<file path="src/rtl/gpio2ch_pkg.sv">
package gpio2ch_pkg;
  localparam int unsigned ADDR_W = 9;
  localparam logic [ADDR_W-1:0] OFS_DATA0 = 9'h000;
  localparam logic [ADDR_W-1:0] OFS_DIR0  = 9'h004;
  localparam logic [ADDR_W-1:0] OFS_DATA1 = 9'h008;
  localparam logic [ADDR_W-1:0] OFS_DIR1  = 9'h00C;
  localparam logic [ADDR_W-1:0] OFS_GIE   = 9'h11C;
  localparam logic [ADDR_W-1:0] OFS_STS   = 9'h120;
  localparam logic [ADDR_W-1:0] OFS_IEN   = 9'h128;
  localparam int unsigned GIE_BIT = 31;
  localparam int unsigned NCH     = 2;
endpackage

</file>
<file path="src/rtl/gpio_sync.sv">
module gpio_sync #(
  parameter int unsigned W      = 32,
  parameter int unsigned STAGES = 2
) (
  input  logic         clk_i,
  input  logic         rst_ni,
  input  logic [W-1:0] d_i,
  output logic [W-1:0] q_o
);
  logic [STAGES-1:0][W-1:0] stg_q;

  always_ff @(posedge clk_i or negedge rst_ni) begin
    if (!rst_ni) begin
      stg_q <= '0;
    end else begin
      stg_q[0] <= d_i;
      for (int i = 1; i < STAGES; i++) stg_q[i] <= stg_q[i-1];
    end
  end

  assign q_o = stg_q[STAGES-1];
endmodule

</file>
<file path="src/rtl/gpio_channel.sv">
module gpio_channel #(
  parameter int unsigned W           = 32,
  parameter logic [31:0] DOUT_RST    = 32'h0,
  parameter logic [31:0] DIR_RST     = 32'hFFFF_FFFF,
  parameter int unsigned SYNC_STAGES = 2
) (
  input  logic         clk_i,
  input  logic         rst_ni,
  input  logic         data_we_i,
  input  logic         dir_we_i,
  input  logic [W-1:0] wdata_i,
  input  logic [W-1:0] pad_i,
  output logic [W-1:0] pad_o,
  output logic [W-1:0] oe_o,
  output logic [31:0]  data_rd_o,
  output logic [31:0]  dir_rd_o,
  output logic         change_o
);
  logic [W-1:0] dout_q, dir_q, in_sync, in_prev;

  gpio_sync #(.W(W), .STAGES(SYNC_STAGES)) u_sync (
    .clk_i (clk_i),
    .rst_ni(rst_ni),
    .d_i   (pad_i),
    .q_o   (in_sync)
  );

  always_ff @(posedge clk_i or negedge rst_ni) begin
    if (!rst_ni) begin
      dout_q  <= DOUT_RST[W-1:0];
      dir_q   <= DIR_RST[W-1:0];
      in_prev <= '0;
    end else begin
      in_prev <= in_sync;
      if (data_we_i) dout_q <= wdata_i;
      if (dir_we_i)  dir_q  <= wdata_i;
    end
  end

  // only input-direction bits may flag a change
  assign change_o  = |((in_sync ^ in_prev) & dir_q);
  assign data_rd_o = 32'((in_sync & dir_q) | (dout_q & ~dir_q));
  assign dir_rd_o  = 32'(dir_q);
  assign pad_o     = dout_q;
  assign oe_o      = ~dir_q;


  dir_wr_chk: assert property (@(posedge clk_i) disable iff (!rst_ni)
    dir_we_i |=> (oe_o == ~$past(wdata_i)));


  out_pins_quiet_chk: assert property (@(posedge clk_i) disable iff (!rst_ni)
    (dir_q == '0) |-> !change_o);
endmodule

</file>
<file path="src/rtl/gpio_irq_ctrl.sv">
module gpio_irq_ctrl #(
  parameter int unsigned NCH = 2
) (
  input  logic           clk_i,
  input  logic           rst_ni,
  input  logic [NCH-1:0] set_i,
  input  logic [NCH-1:0] clr_i,
  input  logic           en_we_i,
  input  logic [NCH-1:0] en_wdata_i,
  input  logic           gie_we_i,
  input  logic           gie_wdata_i,
  output logic [NCH-1:0] sts_o,
  output logic [NCH-1:0] en_o,
  output logic           gie_o,
  output logic           irq_o
);
  logic [NCH-1:0] sts_q, en_q;
  logic           gie_q;

  always_ff @(posedge clk_i or negedge rst_ni) begin
    if (!rst_ni) begin
      sts_q <= '0;
      en_q  <= '0;
      gie_q <= 1'b0;
    end else begin
      sts_q <= (sts_q & ~clr_i) | set_i;  // set beats clear
      if (en_we_i)  en_q  <= en_wdata_i;
      if (gie_we_i) gie_q <= gie_wdata_i;
    end
  end

  assign sts_o = sts_q;
  assign en_o  = en_q;
  assign gie_o = gie_q;
  assign irq_o = gie_q & |(sts_q & en_q);


  set_wins_chk: assert property (@(posedge clk_i) disable iff (!rst_ni)
    |set_i |=> ((sts_q & $past(set_i)) == $past(set_i)));


  w1c_chk: assert property (@(posedge clk_i) disable iff (!rst_ni)
    |(clr_i & ~set_i) |=> ((sts_q & $past(clr_i & ~set_i)) == '0));


  gie_gate_chk: assert property (@(posedge clk_i) disable iff (!rst_ni)
    !gie_q |-> !irq_o);
endmodule

</file>
<file path="src/rtl/gpio2ch_regs.sv">
module gpio2ch_regs
  import gpio2ch_pkg::*;
#(
  parameter int unsigned CH0_W        = 32,
  parameter int unsigned CH1_W        = 32,
  parameter bit          DUAL         = 1'b1,
  parameter logic [31:0] CH0_DOUT_RST = 32'h0,
  parameter logic [31:0] CH0_DIR_RST  = 32'hFFFF_FFFF,
  parameter logic [31:0] CH1_DOUT_RST = 32'h0,
  parameter logic [31:0] CH1_DIR_RST  = 32'hFFFF_FFFF,
  parameter int unsigned SYNC_STAGES  = 2
) (
  input  logic              clk_i,
  input  logic              rst_ni,
  input  logic [ADDR_W-1:0] addr_i,
  input  logic              we_i,
  input  logic [31:0]       wdata_i,
  output logic [31:0]       rdata_o,
  input  logic [CH0_W-1:0]  gpio0_i,
  output logic [CH0_W-1:0]  gpio0_o,
  output logic [CH0_W-1:0]  gpio0_oe_o,
  input  logic [CH1_W-1:0]  gpio1_i,
  output logic [CH1_W-1:0]  gpio1_o,
  output logic [CH1_W-1:0]  gpio1_oe_o,
  output logic              irq_o
);
  localparam logic [NCH-1:0] CH_MASK = DUAL ? 2'b11 : 2'b01;

  logic [31:0]    data0_rd, dir0_rd, data1_rd, dir1_rd;
  logic [NCH-1:0] chg, sts, ien, clr;
  logic           gie;

  gpio_channel #(
    .W(CH0_W), .DOUT_RST(CH0_DOUT_RST), .DIR_RST(CH0_DIR_RST), .SYNC_STAGES(SYNC_STAGES)
  ) u_ch0 (
    .clk_i    (clk_i),
    .rst_ni   (rst_ni),
    .data_we_i(we_i && addr_i == OFS_DATA0),
    .dir_we_i (we_i && addr_i == OFS_DIR0),
    .wdata_i  (wdata_i[CH0_W-1:0]),
    .pad_i    (gpio0_i),
    .pad_o    (gpio0_o),
    .oe_o     (gpio0_oe_o),
    .data_rd_o(data0_rd),
    .dir_rd_o (dir0_rd),
    .change_o (chg[0])
  );

  if (DUAL) begin : g_ch1
    gpio_channel #(
      .W(CH1_W), .DOUT_RST(CH1_DOUT_RST), .DIR_RST(CH1_DIR_RST), .SYNC_STAGES(SYNC_STAGES)
    ) u_ch1 (
      .clk_i    (clk_i),
      .rst_ni   (rst_ni),
      .data_we_i(we_i && addr_i == OFS_DATA1),
      .dir_we_i (we_i && addr_i == OFS_DIR1),
      .wdata_i  (wdata_i[CH1_W-1:0]),
      .pad_i    (gpio1_i),
      .pad_o    (gpio1_o),
      .oe_o     (gpio1_oe_o),
      .data_rd_o(data1_rd),
      .dir_rd_o (dir1_rd),
      .change_o (chg[1])
    );
  end else begin : g_no_ch1
    assign gpio1_o    = '0;
    assign gpio1_oe_o = '0;
    assign data1_rd   = '0;
    assign dir1_rd    = '0;
    assign chg[1]     = 1'b0;
  end

  assign clr = (we_i && addr_i == OFS_STS) ? (wdata_i[NCH-1:0] & CH_MASK) : '0;

  gpio_irq_ctrl #(.NCH(NCH)) u_irq (
    .clk_i      (clk_i),
    .rst_ni     (rst_ni),
    .set_i      (chg),
    .clr_i      (clr),
    .en_we_i    (we_i && addr_i == OFS_IEN),
    .en_wdata_i (wdata_i[NCH-1:0] & CH_MASK),
    .gie_we_i   (we_i && addr_i == OFS_GIE),
    .gie_wdata_i(wdata_i[GIE_BIT]),
    .sts_o      (sts),
    .en_o       (ien),
    .gie_o      (gie),
    .irq_o      (irq_o)
  );

  always_comb begin
    rdata_o = '0;
    case (addr_i)
      OFS_DATA0: rdata_o = data0_rd;
      OFS_DIR0:  rdata_o = dir0_rd;
      OFS_DATA1: rdata_o = data1_rd;
      OFS_DIR1:  rdata_o = dir1_rd;
      OFS_GIE:   rdata_o[GIE_BIT] = gie;
      OFS_STS:   rdata_o[NCH-1:0] = sts;
      OFS_IEN:   rdata_o[NCH-1:0] = ien;
      default:   rdata_o = '0;
    endcase
  end
endmodule

</file>
<file path="config.mk">
export PLATFORM = sky130hd
export DESIGN_NAME = gpio2ch_regs
export DESIGN_NICKNAME = d
export VERILOG_FILES = /design/src/rtl/gpio2ch_pkg.sv /design/src/rtl/gpio_sync.sv /design/src/rtl/gpio_channel.sv /design/src/rtl/gpio_irq_ctrl.sv /design/src/rtl/gpio2ch_regs.sv
export SDC_FILE = /design/constraint.sdc
export NUM_CORES = 1
export LEC_CHECK = 0
export ABC_CLOCK_PERIOD_IN_PS = 1800
export BUFFER_PORTS_ARGS = -buffer_cell sky130_fd_sc_hd__buf_2
export CORE_ASPECT_RATIO = 1.1
export CORE_MARGIN = 3
export CORE_UTILIZATION = 45
export CTS_CLUSTER_DIAMETER = 50
export DETAILED_ROUTE_END_ITERATION = 8
export GPL_TIMING_DRIVEN = 0
export PLACE_DENSITY = 0.68
export SYNTH_ARGS = -nofsm -noshare
export SYNTH_HDL_FRONTEND = slang
export SYNTH_SLANG_ARGS = --single-unit
</file>
<file path="constraint.sdc">
create_clock -name clk_i -period 1.8 [get_ports clk_i]
set_clock_uncertainty 0.2 [all_clocks]
set_input_delay 0.09 -clock clk_i [delete_from_list [all_inputs] [get_ports clk_i]]
set_output_delay 0.09 -clock clk_i [all_outputs]
set_load 0.01 [all_outputs]
</file>
### After elaboration in Yosys (flattened, before gate mapping)

Index checks and enable logic that the tools add are counted.

* shifts and indexed selects: 0
* multiply operators: 0
* divide/modulo/power cells: 0
* reductions and logical operators: 11
* $add $sub $neg: 0
* magnitude comparators: 0
* muxes and demuxes: 4
* equal/unequal tests: 6
* bitwise operators: 17

Operator list (number)
* bitwise AND 32 bit: 6
* case mux 29 bit (4 select lines): 1
* inverter 32 bit: 2
* OR 32 bit: 2
* OR reduction 32 bit: 2
* XOR 32 bit: 2
* == test 9 bit, second input constant: 3
* == test 9 x 4 -> 1 bit, second input constant: 2
* case mux 2 bit (6 select lines): 1
* == test 9 x 3 -> 1 bit, second input constant: 1
* zero test 9 bit: 1
* logical AND 1 bit: 7
* case mux 1 bit (5 select lines): 1
* bitwise AND 2 bit: 2
* two-way mux 2 bit: 1
* inverter 2 bit: 1
* OR 2 bit: 1
* OR reduction 2 bit: 1
* bitwise AND 1 bit: 1

* bits in registers: 325
* ROM bits: 0
* input bits: 108
* memories: 0
* logic and storage cells: 51
* bits in latches: 0
* output and inout bits: 161
* memory bits (writable): 0

### Logic depth before layout (Yosys ltp)

Gate-level depths: netlist of the first run.

* depth after elaboration: 6
* depth in mapped cells: 7
* gate-level depth less buffers: 5

### Hierarchy

From an unflattened synthesis of the first run, not the netlist that was laid out.

* cell total of the unflattened synthesis: 1016
* area total of the unflattened synthesis: 13361.6 µm²

By module, submodules not included
* gpio_channel: instances 2, cells an instance 320, area an instance 4045.1 µm², seq. area each 2442.3 µm²
* gpio_sync: instances 2, cells an instance 96, area an instance 1841.8 µm², seq. area each 1601.5 µm²
* gpio2ch_regs: instances 1, cells an instance 170, area an instance 1381.3 µm², seq. area each 0.0 µm²
* gpio_irq_ctrl: instances 1, cells an instance 14, area an instance 206.4 µm², seq. area each 125.1 µm²

### Worst setup path after synthesis of the first run

No wires, ideal clock.

* path type: input-to-reg
* start point: input addr_i[7]
* end point: register g_ch1.u_ch1.dir_q[10], in the netlist g_ch1.u_ch1.dir_rd_o[10]
* cell stages on the path: 5
* path slack: 0.033 ns
* setup time: 0.082 ns
* arrival: 1.484 ns
* required time: 1.518 ns
* path buffers: 1
* cells stage by stage: or2_4 > nor4_4 > nand4_4 > buf_6 > mux2_4

* cells in the longest elaborated chain, start to end: 2

RTL lines
* start: declaration: line gpio2ch_regs.sv:15 `input logic [ADDR_W-1:0] addr_i,`
* == test 9 x 4 -> 1 bit: line gpio2ch_regs.sv:56 `.dir_we_i (we_i && addr_i == OFS_DIR1),`
* logical AND 1 bit: line gpio2ch_regs.sv:56
* end signal: assignment: line gpio_channel.sv:31 `dir_q <= DIR_RST[W-1:0];`
* end signal: assignment: line gpio_channel.sv:36 `if (dir_we_i) dir_q <= wdata_i;`
* end: declaration: line gpio_channel.sv:19 `logic [W-1:0] dout_q, dir_q, in_sync, in_prev;`

No other way between the ends.
A chain may end at the register's enable or synchronous reset.

### Worst setup path in the final report of the first run

* start point: register u_ch0.dir_q[31], in the netlist u_ch0.dir_rd_o[31]
* end point: output rdata_o[31]

* cells in the longest elaborated chain, start to end: 4
* elaborated cells between the ends (all ways): 5
* those cells by class: mux: 1; bitwise: 4

RTL lines
* start: declaration: line gpio_channel.sv:19
* start signal: assignment: line gpio_channel.sv:31
* start signal: assignment: line gpio_channel.sv:36
* inverter 32 bit: line gpio_channel.sv:42 `assign data_rd_o = 32'((in_sync & dir_q) | (dout_q & ~dir_q));`
* bitwise AND 32 bit: line gpio_channel.sv:42
* OR 32 bit: line gpio_channel.sv:42
* case mux 1 bit (5 select lines) (*): line gpio2ch_regs.sv:92 `case (addr_i)`
* end: declaration: line gpio2ch_regs.sv:18 `output logic [31:0] rdata_o,`

Mark *: on every way between the ends. The rest lies on a longest branch, timed or not.

==> run summary, run 1 <==
CP required - 1.51 ns
Area of the core - 0.0272 mm²
Asr flop ratio synth - 100%
Crit-path slowest cell - dfstp_2
Post-Layout Cell Count - 1797
Max cap viols - 0
Slew HR - 52.6%
Routed length on met3 - 2.81 mm
Initial antenna violation count - 0
Wire length on met2 - 20.5 mm
Die area - 0.0299 mm²
DRT antenna net count - 0
VDD IR max - 0.753 mV
WL met1 - 17.2 mm
CP cell instances - mux2_4 > a221oi_2 > o21ai_1 > buf_2
Violated checks - hold timing, setup timing
Worst Hold Class - primary input to async pin
Area of the multi-input gates - 0.00456 mm²
Max-slew violations - 0
Outcome - finished, violations left
Drt via density - 5.37
IO Count - 269
Worst reg2reg path depth - 5
Post-Synth XOR/XNOR Area - 4.47%
Fraction of layout cells with a size suffix above 1 - 51.9%
Starting Density - 46.2%
Num Clock Sinks - 325
CTS buffer count - 37
Crit path time final - 2.13 ns
First-pass DRT Iterations - 5
#FFs+latches synth - 325
Final wirelength - 41.8 mm
Syn_area_per_cell - 13.9 µm²
Dpl cells - 1526
Worst-path maximum fanout - 2
Leakage Power - 8.22 nW
First-pass GRT wire length - 61.8 mm
Fillers - 1867
Sequential fraction of the synthesis area - 65.4%
Fmax - 469 MHz
Setup violators final - 32
Setup slack after layout - -0.333 ns
Final net count - 1520
Post-synthesis mux area share - 12.3%
DR top layer - met4
Power Total - 16.9 mW
CP Launch Type - flip-flop
Initial DRC count - 711
Die W - 165 µm
Clock transition at path regs - 0.06 ns
CTS tree - yes
Detailed-route via count - 9644
Final hold vios - 29
Worst-skew pair later-pin latency - 0.53 ns
Worst slack at placement - -1.23 ns
Die Height - 181 µm
Worst endpoint data arrival time - 1.84 ns
Post-Synth Simple-Gate Area - 4.04%
Max incr delay on CP - 0.54 ns
Vias in the first global route - 10100
Setup repair after global routing missed its margin - true
Min Hold Slack - -0.0464 ns
Drt drc - 0
Ys flop type - dfrtp_1
Area grow syn2layout - 48.3%
Post-synthesis adder-cell area fraction - 0%
CP Capture Type - primary output
Post-synthesis compound-gate area fraction - 9.09%
DP HPWL - 26.5 mm
Tightest Pin Transition - 0.711 ns
Area leader, netlist - dfrtp_1
IO Port Bufs - 266
# H-tree levels - 2
Mapped cell area - 0.0126 mm²
Clock Tree Buf Depth - 3
Gr usage total - 27.6%
Synth top area cells - dfrtp_1 52%, dfstp_2 13%, mux2_2 8.6%, xnor2_1 3.9%, mux2_4 3.1%
Clock root cell - clkbuf_16
Yosys warns - 0
Seq. cell area - 0.00822 mm²
Overflow after GRT - 0
Row cnt - 63
Syn nets - 1009
GPL Wtd Cong - 0.883
Post-synth top area share - 52.0%
Ant diodes - 0
Largest net degree at the start of global routing - 126
Critical path type - flip-flop to primary output
Synth unique cells - 37
Mapped Cells - 901
Pwr dens - 910 mW/mm²
Post-synth EDFFs - 0
Main combinational cell family by area after synthesis - multiplexers
Fin crit share - 119%
WL/cell - 23.2 µm
[kinds of logic after synthesis]
kind of cell,count (synthesis)
DFF,325
AOI/OAI and AO/OA,172
buffers and inverters,131
xor gates and xnor gates,64
and+or+nand+nor,80
muxes,129
[stage by stage]
step           setup TNS, ns  hold slack, ns  utilization [%]  instance area [µm²]
2_1_floorplan              0          -0.406                -                12600
3_3_place_gp        -1732.33        -0.00214             52.7                14300
3_5_place_dp          -59.18         -0.0618             52.9                14400
4_1_cts               -33.53         -0.0148             66.0                18000
5_1_grt                -8.37          0.0112             68.4                18600
6_report               -6.51         -0.0464             68.4                18600
[cell type report]
cell class              instances  share of cell area, %
flip-flops and latches        325                   44.2
multi-input cells             445                   24.5
repair buffers                473                   18.1
clock buffers                  53                   5.73
well taps                     357                   2.40
inverters                      94                   2.16
plain buffers                  36                   1.96
clock inverters                14                  0.995
[final timing paths]
path	start	to	slack, ns
setup / recovery	u_ch0.dir_rd_o[31]$_DFFE_PN1P_	rdata_o[31]	-0.33
hold / removal	rst_ni	u_ch0.u_sync.q_o[31]$_DFF_PN0_	-0.05
setup reg to reg	g_ch1.u_ch1.u_sync.q_o[16]$_DFF_PN0_	u_irq.sts_o[1]$_DFF_PN0_	0.05
hold reg to reg	u_ch0.u_sync.stg_q[13]$_DFF_PN0_	u_ch0.u_sync.q_o[13]$_DFF_PN0_	0.14
max in group asynchronous	rst_ni	g_ch1.u_ch1.u_sync.q_o[27]$_DFF_PN0_	0.36
min in group clk_i	gpio0_i[31]	u_ch0.u_sync.stg_q[31]$_DFF_PN0_	0.01
[sequential cells by signal (all words and copies together) (netlist names)]
signal                    flops
g_ch1.u_ch1.dir_rd_o         32
g_ch1.u_ch1.in_prev          32
g_ch1.u_ch1.pad_o            32
g_ch1.u_ch1.u_sync.q_o       32
g_ch1.u_ch1.u_sync.stg_q     32
u_ch0.dir_rd_o               32
u_ch0.in_prev                32
u_ch0.pad_o                  32
u_ch0.u_sync.q_o             32
u_ch0.u_sync.stg_q           32
u_irq.en_o                    2
u_irq.gie_o                   1
u_irq.sts_o                   2
[critical path: cells and delay by family (launching register included)]
kind	cells	cell delay (ns)
multiplexers	1	0.30
AO/OA/AOI/OAI	2	0.34
buffers and inverters	1	0.14
flip-flops	1	0.54
[where the power goes]
group	leakage [nW]	switching, mW	internal, mW
combinational	3.76	0.753	0.675
sequential	3.84	0.229	7.64
clock	0.613	3.05	4.60
total	8.22	4.03	12.9
[routing by layer]
metal | up-vias | global-route usage, %
met5 | - | 0
met1 | 4973 | 37.2
met3 | 78 | 5.14
li1 | 4209 | -
met4 | 0 | 8.22
met2 | 384 | 45.5
[Yosys cell counts (6+ instances only)]
master,count
nand2_1,19
nand3_1,32
mux2_2,96
o211ai_1,28
mux2_4,26
dfstp_2,64
dfrtp_1,261
clkbuf_1,21
xor2_1,8
o311ai_0,28
o22ai_1,32
a31oi_1,28
nor4_1,7
buf_6,12
o21ai_0,43
xnor2_1,56
inv_1,94
a221oi_1,6
[cell usage in the layout, fill, tap and decap left out, types with 6 or more instances in the layout]
cell type / instances
clkbuf_8: 12
buf_4: 64
o21ai_0: 14
inv_2: 8
xnor2_2: 7
buf_2: 268
o21ai_2: 14
nand3_1: 31
dlygate4sd3_1: 132
mux2_4: 30
dfrtp_1: 256
xnor2_1: 49
clkbuf_4: 7
o22ai_1: 29
inv_1: 66
o311ai_4: 15
clkbuf_2: 6
inv_4: 20
mux2_2: 92
xor2_1: 8
clkbuf_16: 41
o21ai_4: 14
dfstp_2: 64
o311ai_2: 12
a31oi_2: 6
a31oi_1: 22
clkbuf_1: 8
o211ai_1: 28
nand2_1: 19
buf_6: 14
[timing repair]
| item | 4_1_cts | 5_1_grt |
|---|---|---|
| gates resized for setup | 222 | 69 |
| gates cloned | 0 | 3 |
| hold buffers | 134 | 0 |
| pin swaps | 61 | 53 |
| setup buffers | 42 | 26 |
| hold endpoints to repair | 361 | 0 |
| endpoints found under the setup margin | 34 | 162 |
No activity file was read; power rests on OpenSTA's default activity.
==> run 2, diff against run 1 <==
Settings changed: CELL_PAD_IN_SITES_DETAIL_PLACEMENT set to 1, CELL_PAD_IN_SITES_GLOBAL_PLACEMENT set to 1, CORE_UTILIZATION 45 to 44, PLACE_DENSITY 0.68 to unset, PLACE_DENSITY_LB_ADDON set to 0.1.
==> run 2 against run 1 <==
  * Combinational power grew 3%
  * Largest cell class unchanged
  * Cell area grew 0.29%
  * Total power grew 4.1%
  * First-iteration DRC count shrank 26%
  * Clock-buffer cell count is the same
  * Worst setup slack lost 0.044 ns
  * The flow still finishes with violations (hold timing, setup timing)
  * Sequential cell count is the same
  * Clock power grew 8.4%
  * Critical path type unchanged
  * Register-to-register slack lost 0.06 ns
==> run summary, run 2 (synthesized netlist as in run 1, its figures left out) <==
Outcome - finished, violations left (unchanged)
Violated checks - hold timing, setup timing (unchanged)
Clock Tree Buf Depth - 3 (unchanged)
Design Area, Final - 0.0187 mm² (was 0.0186 mm²)
Ant diodes - 0 (unchanged)
Min Hold Slack - -0.0421 ns (was -0.0464 ns)
Area grow syn2layout - 48.7% (was 48.3%)
DP HPWL - 28.3 mm (was 26.5 mm)
GPL Wtd Cong - 0.850 (was 0.883)
Most frequent cells in the layout - 266 x buf_2, 255 x dfrtp_1, 112 x dlygate4sd3_1 (was 268 x buf_2, 256 x dfrtp_1, 132 x dlygate4sd3_1)
Detailed-route via count - 9639 (was 9644)
Worst reg2reg path depth - 4 (was 5)
Commonest non-fill, non-tap cell in the layout - buf_2 (unchanged)
Initial DRC count - 524 (was 711)
Area of the multi-input gates - 0.00469 mm² (was 0.00456 mm²)
Fillers - 2695 (was 1867)
Fraction of layout cells with a size suffix above 1 - 54.1% (was 51.9%)
CP required - 1.51 ns (about the same)
Leakage Power - 8.24 nW (was 8.22 nW)
DRT antenna net count - 0 (unchanged)
Starting Density - 44.9% (was 46.2%)
CP Capture Type - primary output (unchanged)
DP Area - 0.0144 mm² (about the same)
CP Launch Type - flip-flop (unchanged)
First-pass GRT wire length - 67.8 mm (was 61.8 mm)
Pwr dens - 945 mW/mm² (was 910 mW/mm²)
Worst Setup SP - u_ch0.dir_rd_o[31]$_DFFE_PN1P_ (unchanged)
Setup slack after layout - -0.377 ns (was -0.333 ns)
Gr usage total - 29.5% (was 27.6%)
Worst endpoint data arrival time - 1.89 ns (was 1.84 ns)
Power Total - 17.6 mW (was 16.9 mW)
CTS buffer count - 38 (was 37)
Initial antenna violation count - 0 (unchanged)
Critical path type - flip-flop to primary output (unchanged)
Max cap viols - 0 (unchanged)
Drt via density - 5.39 (was 5.37)
First-pass DRT Iterations - 5 (unchanged)
Seq. cell area - 0.00822 mm² (about the same)
Vias in the first global route - 10500 (was 10100)
VDD IR max - 0.725 mV (was 0.753 mV)
Post-Layout Cell Count - 1789 (was 1797)
Final net count - 1505 (was 1520)
IO Port Bufs - 266 (unchanged)
Crit path time final - 2.18 ns (was 2.13 ns)
Setup repair after global routing missed its margin - true (unchanged)
Worst-path maximum fanout - 2 (unchanged)
Final core occ - 66.8% (was 68.4%)
Setup violators final - 37 (was 32)
CTS tree - yes (unchanged)
IO Count - 269 (unchanged)
Worst Hold Class - primary input to async pin (unchanged)
WL/cell - 26.4 µm (was 23.2 µm)
Clock root cell - clkbuf_16 (unchanged)
Fin crit share - 121% (was 119%)
Die W - 167 µm (was 165 µm)
Die Height - 183 µm (was 181 µm)
Row cnt - 64 (was 63)
Drt drc - 0 (unchanged)
Final hold vios - 30 (was 29)
Clock transition at path regs - 0.06 ns (about the same)
Tightest Pin Transition - 0.792 ns (was 0.711 ns)
Fmax - 459 MHz (was 469 MHz)
Worst R2R Setup Slack - -0.01 ns (was 0.05 ns)
Max-slew violations - 0 (unchanged)
Worst-skew pair later-pin latency - 0.52 ns (was 0.53 ns)
RR Endpoint - u_irq.sts_o[1]$_DFF_PN0_ (unchanged)
Dpl cells - 1532 (was 1526)
# H-tree levels - 2 (unchanged)
Reg2reg start - g_ch1.u_ch1.u_sync.q_o[6]$_DFF_PN0_ (was g_ch1.u_ch1.u_sync.q_o[16]$_DFF_PN0_)
Slew HR - 47.2% (was 52.6%)
Area of the core - 0.0279 mm² (was 0.0272 mm²)
Num Clock Sinks - 325 (unchanged)
Overflow after GRT - 0 (unchanged)
Largest net degree at the start of global routing - 121 (was 126)
Die area - 0.0306 mm² (was 0.0299 mm²)
Final wirelength - 47.2 mm (was 41.8 mm)
run 2: changes by cell type in the layout (fill, tap and decap cells not counted), moves of 4 or more:
cell,previous run,this run
o22ai_2,2,12
o21ai_2,14,9
o21ai_1,1,5
buf_4,64,70
buf_6,14,18
o22ai_1,29,20
clkbuf_8,12,16
xnor2_2,7,14
clkbuf_1,8,4
dlygate4sd3_1,132,112
xnor2_1,49,42
run 2: per-layer routing:
| metal | vias to the layer above | global-route usage, % | wire length, µm |
|---|---|---|---|
| met3 | 71 | 5.39 | 2310 |
| met4 | 0 | 7.16 | 1000 |
| met1 | 5078 | 37.2 | 18800 |
| met2 | 313 | 53.1 | 25100 |
| met5 | - | 0 | 0 |
| li1 | 4177 | - | - |
run 2: how the worst max path moves through the flow:
stage / slack (ns) / end / cells after the start
final: -0.38 / rdata_o[31] / 4
after global routing: -0.43 / rdata_o[31] / 4
after detailed placement: -1.24 / rdata_o[16] / 7
after CTS: -0.37 / rdata_o[31] / 4
after global placement: -5.73 / u_ch0.u_sync.stg_q[14]$_DFF_PN0_ / 1
after floorplan: 0.03 / g_ch1.u_ch1.dir_rd_o[10]$_DFFE_PN1P_ / 5
run 2: layout make-up:
type | instances | area share (%)
Sequential cell | 325 | 44.0
Clock inverter | 16 | 1.24
Inverter | 94 | 2.19
Tap cell | 363 | 2.43
Timing Repair Buffer | 457 | 17.0
Buffer | 36 | 1.95
Clock buffer | 53 | 6.05
Multi-Input combinational cell | 445 | 25.2
run 2: repair_timing:
| action | 4_1_cts | 5_1_grt |
|---|---|---|
| hold buffers | 115 | 0 |
| gates resized for setup | 222 | 102 |
| setup endpoints to repair | 34 | 175 |
| hold endpoints to repair | 286 | 0 |
| buffers inserted | 46 | 28 |
| cloned | 0 | 1 |
| pin swaps | 63 | 50 |
run 2: through the flow:
stage	worst slack (ns)	TNS, ns
finish	-0.377	-7.20
global placement	-5.73	-1778.66
detailed placement	-1.24	-62.48
global route	-0.431	-8.98
floorplan	0.0333	0
CTS	-0.373	-36.42
run 2: report_power, final:
group	total (mW)	internal (mW)	switching (mW)	leakage, nW
registers	7.89	7.64	0.245	3.84
logic	1.47	0.675	0.798	3.73
clock network	8.28	5.13	3.15	0.674
run 2: critical path, stage by stage, from the launching register on:
cell and delay (ns):
dfstp_2 0.55, mux2_4 0.30, a221oi_2 0.26, o21ai_1 0.11, buf_2 0.15
==> run 3, diff against run 2 <==
Settings changed: ABC_CLOCK_PERIOD_IN_PS 1800 to 2200.
Clock period 1.8 ns to 2.2 ns, I/O delays scaled along.
==> run 3 against run 2 <==
  * Sequential cell count is the same
  * Total power shrank 20%
  * Clock power shrank 19%
  * Sequential power shrank 19%
  * Routed wire length shrank 7.2%
  * Critical path depth is the same
  * First-iteration DRC count shrank 9.5%
  * Via count shrank 4.8%
  * Largest power group unchanged
  * Non-clock buffer count shrank 77
  * Combinational power shrank 32%
  * The run still ends with hold timing, setup timing left
  * Global-route usage shrank 0.95 points
  * Worst setup slack gained 0.31 ns
==> run summary, run 3 (synthesized netlist as in run 1, its figures left out) <==
RR Endpoint - u_irq.sts_o[1]$_DFF_PN0_ (unchanged)
Met3 Usage GRT - 5.04% (was 5.39%)
Critical Path End - rdata_o[31] (unchanged)
Worst-path maximum fanout - 2 (unchanged)
Worst slack at placement - -0.877 ns (was -1.24 ns)
Num Clock Sinks - 325 (unchanged)
Max incr delay on CP - 0.55 ns (about the same)
Register share of total power - 45.4% (was 44.7%)
Worst Setup SP - u_ch0.dir_rd_o[31]$_DFFE_PN1P_ (unchanged)
Gr usage total - 28.6% (was 29.5%)
Slew HR - 50.6% (was 47.2%)
Setup repair after global routing missed its margin - true (unchanged)
Drt drc - 0 (unchanged)
Clock transition at path regs - 0.06 ns (about the same)
Outcome - finished, violations left (unchanged)
Max-slew violations - 0 (unchanged)
Net Sw Frac - 23.0% (was 23.8%)
CP top delay family - flip-flops (unchanged)
Levels on crit path - 4 (unchanged)
Detailed-route via count - 9173 (was 9639)
Setup slack after layout - -0.0655 ns (was -0.377 ns)
CP Launch Type - flip-flop (unchanged)
WL/cell - 25.6 µm (was 26.4 µm)
CP required - 1.89 ns (was 1.51 ns)
Tightest Pin Transition - 0.734 ns (was 0.792 ns)
Row cnt - 64 (unchanged)
Initial antenna violation count - 0 (unchanged)
Fin crit share - 103%
Worst R2R Setup Slack - 0.21 ns (was -0.01 ns)
Worst-skew pair later-pin latency - 0.52 ns (about the same)
Max cap viols - 0 (unchanged)
CTS buffer count - 38 (unchanged)
VDD IR max - 0.605 mV (was 0.725 mV)
DRT antenna net count - 0 (unchanged)
Die Height - 183 µm (unchanged)
Final wirelength - 43.8 mm (was 47.2 mm)
First-pass GRT wire length - 65.7 mm (was 67.8 mm)
Area of the core - 0.0279 mm² (unchanged)
# H-tree levels - 2 (unchanged)
Met1 usage - 36.5% (was 37.2%)
IO Count - 269 (unchanged)
Fmax - 441 MHz
DP HPWL - 28.3 mm (unchanged)
Violated checks - hold timing, setup timing (unchanged)
Switch Pwr - 3.26 mW (was 4.19 mW)
Busiest layer in global routing - met2 (unchanged)
Leakage Power - 7.63 nW (was 8.24 nW)
Power Total - 14.2 mW (was 17.6 mW)
Critical path type - flip-flop to primary output (unchanged)
Grt met2 use - 50.3% (was 53.1%)
Final hold vios - 9 (was 30)
Overflow after GRT - 0 (unchanged)
Fraction of layout cells with a size suffix above 1 - 44.8% (was 54.1%)
Worst reg2reg path depth - 4 (unchanged)
Initial DRC count - 474 (was 524)
Reg2reg start - g_ch1.u_ch1.u_sync.q_o[6]$_DFF_PN0_ (unchanged)
Vias in the first global route - 10200 (was 10500)
CTS tree - yes (unchanged)
CP cell instances - mux2_4 > a221oi_4 > o21ai_2 > buf_2 (was mux2_4 > a221oi_2 > o21ai_1 > buf_2)
Design Area, Final - 0.0171 mm² (was 0.0187 mm²)
CP Capture Type - primary output (unchanged)
Pwr dens - 825 mW/mm² (was 945 mW/mm²)
Die W - 167 µm (unchanged)
Die area - 0.0306 mm² (unchanged)
Worst endpoint data arrival time - 1.96 ns (was 1.89 ns)
Clock Tree Buf Depth - 3 (unchanged)
Crit path time final - 2.27 ns
Worst Hold Class - primary input to async pin (unchanged)
Setup violators final - 1 (was 37)
Most frequent cells in the layout - 270 x buf_2, 261 x dfrtp_1, 105 x dlygate4sd3_1 (was 266 x buf_2, 255 x dfrtp_1, 112 x dlygate4sd3_1)
Starting Density - 44.9% (unchanged)
Cell Int Power - 10.9 mW (was 13.5 mW)
Commonest non-fill, non-tap cell in the layout - buf_2 (unchanged)
Drt via density - 5.36 (was 5.39)
DP Area - 0.0144 mm² (unchanged)
Crit-path slowest cell - dfstp_2 (unchanged)
Final net count - 1428 (was 1505)
Area grow syn2layout - 36.6% (was 48.7%)
Min Hold Slack - -0.0145 ns (was -0.0421 ns)
Logic pwr share - 7.1% (was 8.3%)
Clock root cell - clkbuf_16 (unchanged)
WP buf/inv - 1 (unchanged)
IO Port Bufs - 266 (unchanged)
Clock power share - 47.5% (was 46.9%)
Largest net degree at the start of global routing - 121 (unchanged)
GPL Wtd Cong - 0.850 (unchanged)
First-pass DRT Iterations - 4 (was 5)
Ant diodes - 0 (unchanged)
## run 3: power by group through the flow
stage / sequential [mW] / clock (mW) / combinational, mW
finish: 6.42 / 6.72 / 1.00
global route: 6.45 / 7.12 / 1.09
CTS: 6.42 / 6.83 / 0.987
detailed placement: 6.52 / 0 / 0.811
global placement: 6.51 / 0 / 0.781
floorplan: 6.48 / 0 / 0.316
## run 3: what timing repair did
| item | 4_1_cts | 5_1_grt |
|---|---|---|
| gates resized for setup | 59 | 57 |
| buffers inserted | 6 | 1 |
| hold buffers | 105 | 0 |
| setup endpoints to repair | 33 | 44 |
| pin swaps | 4 | 19 |
| endpoints found under the hold margin | 284 | 0 |
## run 3: worst min-delay path by stage
stage	end	cells after the start	slack, ns
after CTS	u_ch0.u_sync.stg_q[4]$_DFF_PN0_	2	0.01
after global routing	u_ch0.u_sync.stg_q[26]$_DFF_PN0_	2	0.02
after global placement	g_ch1.u_ch1.u_sync.stg_q[21]$_DFF_PN0_	1	0.02
after floorplan	g_ch1.u_ch1.in_prev[0]$_DFF_PN0_	0	-0.39
final	g_ch1.u_ch1.u_sync.q_o[31]$_DFF_PN0_	2	-0.01
after detailed placement	u_ch0.u_sync.stg_q[31]$_DFF_PN0_	1	-0.03
## run 3: metrics by stage
step                      hold slack (ns)  util [%]  TNS [ns]  instances
after floorplan                    -0.386         -         0        901
after global placement             0.0173      51.3  -1610.10       1530
after detailed placement          -0.0303      51.5    -16.67       1532
after CTS                          0.0113      60.8   -0.0441       1712
after global routing               0.0218      61.3    -0.118       1712
final                             -0.0145      61.3   -0.0655       1712
## run 3: area by class of cell
| cell class | count | area, µm² |
|---|---|---|
| fillers | 2807 | 10800 |
| flip-flops and latches | 325 | 8210 |
| multi-input cells | 445 | 3970 |
| repair buffers | 380 | 2500 |
| clock buffers | 53 | 1130 |
| well taps | 363 | 454 |
| inverters | 94 | 353 |
| plain buffers | 36 | 293 |
| clock inverters | 16 | 231 |
## run 3: metal layers
| layer | share of wire [%] | up-vias |
|---|---|---|
| li1 | - | 4012 |
| met1 | 41 | 4824 |
| met2 | 51 | 266 |
| met3 | 5.0 | 71 |
| met4 | 2.6 | 0 |
| met5 | 0 | - |
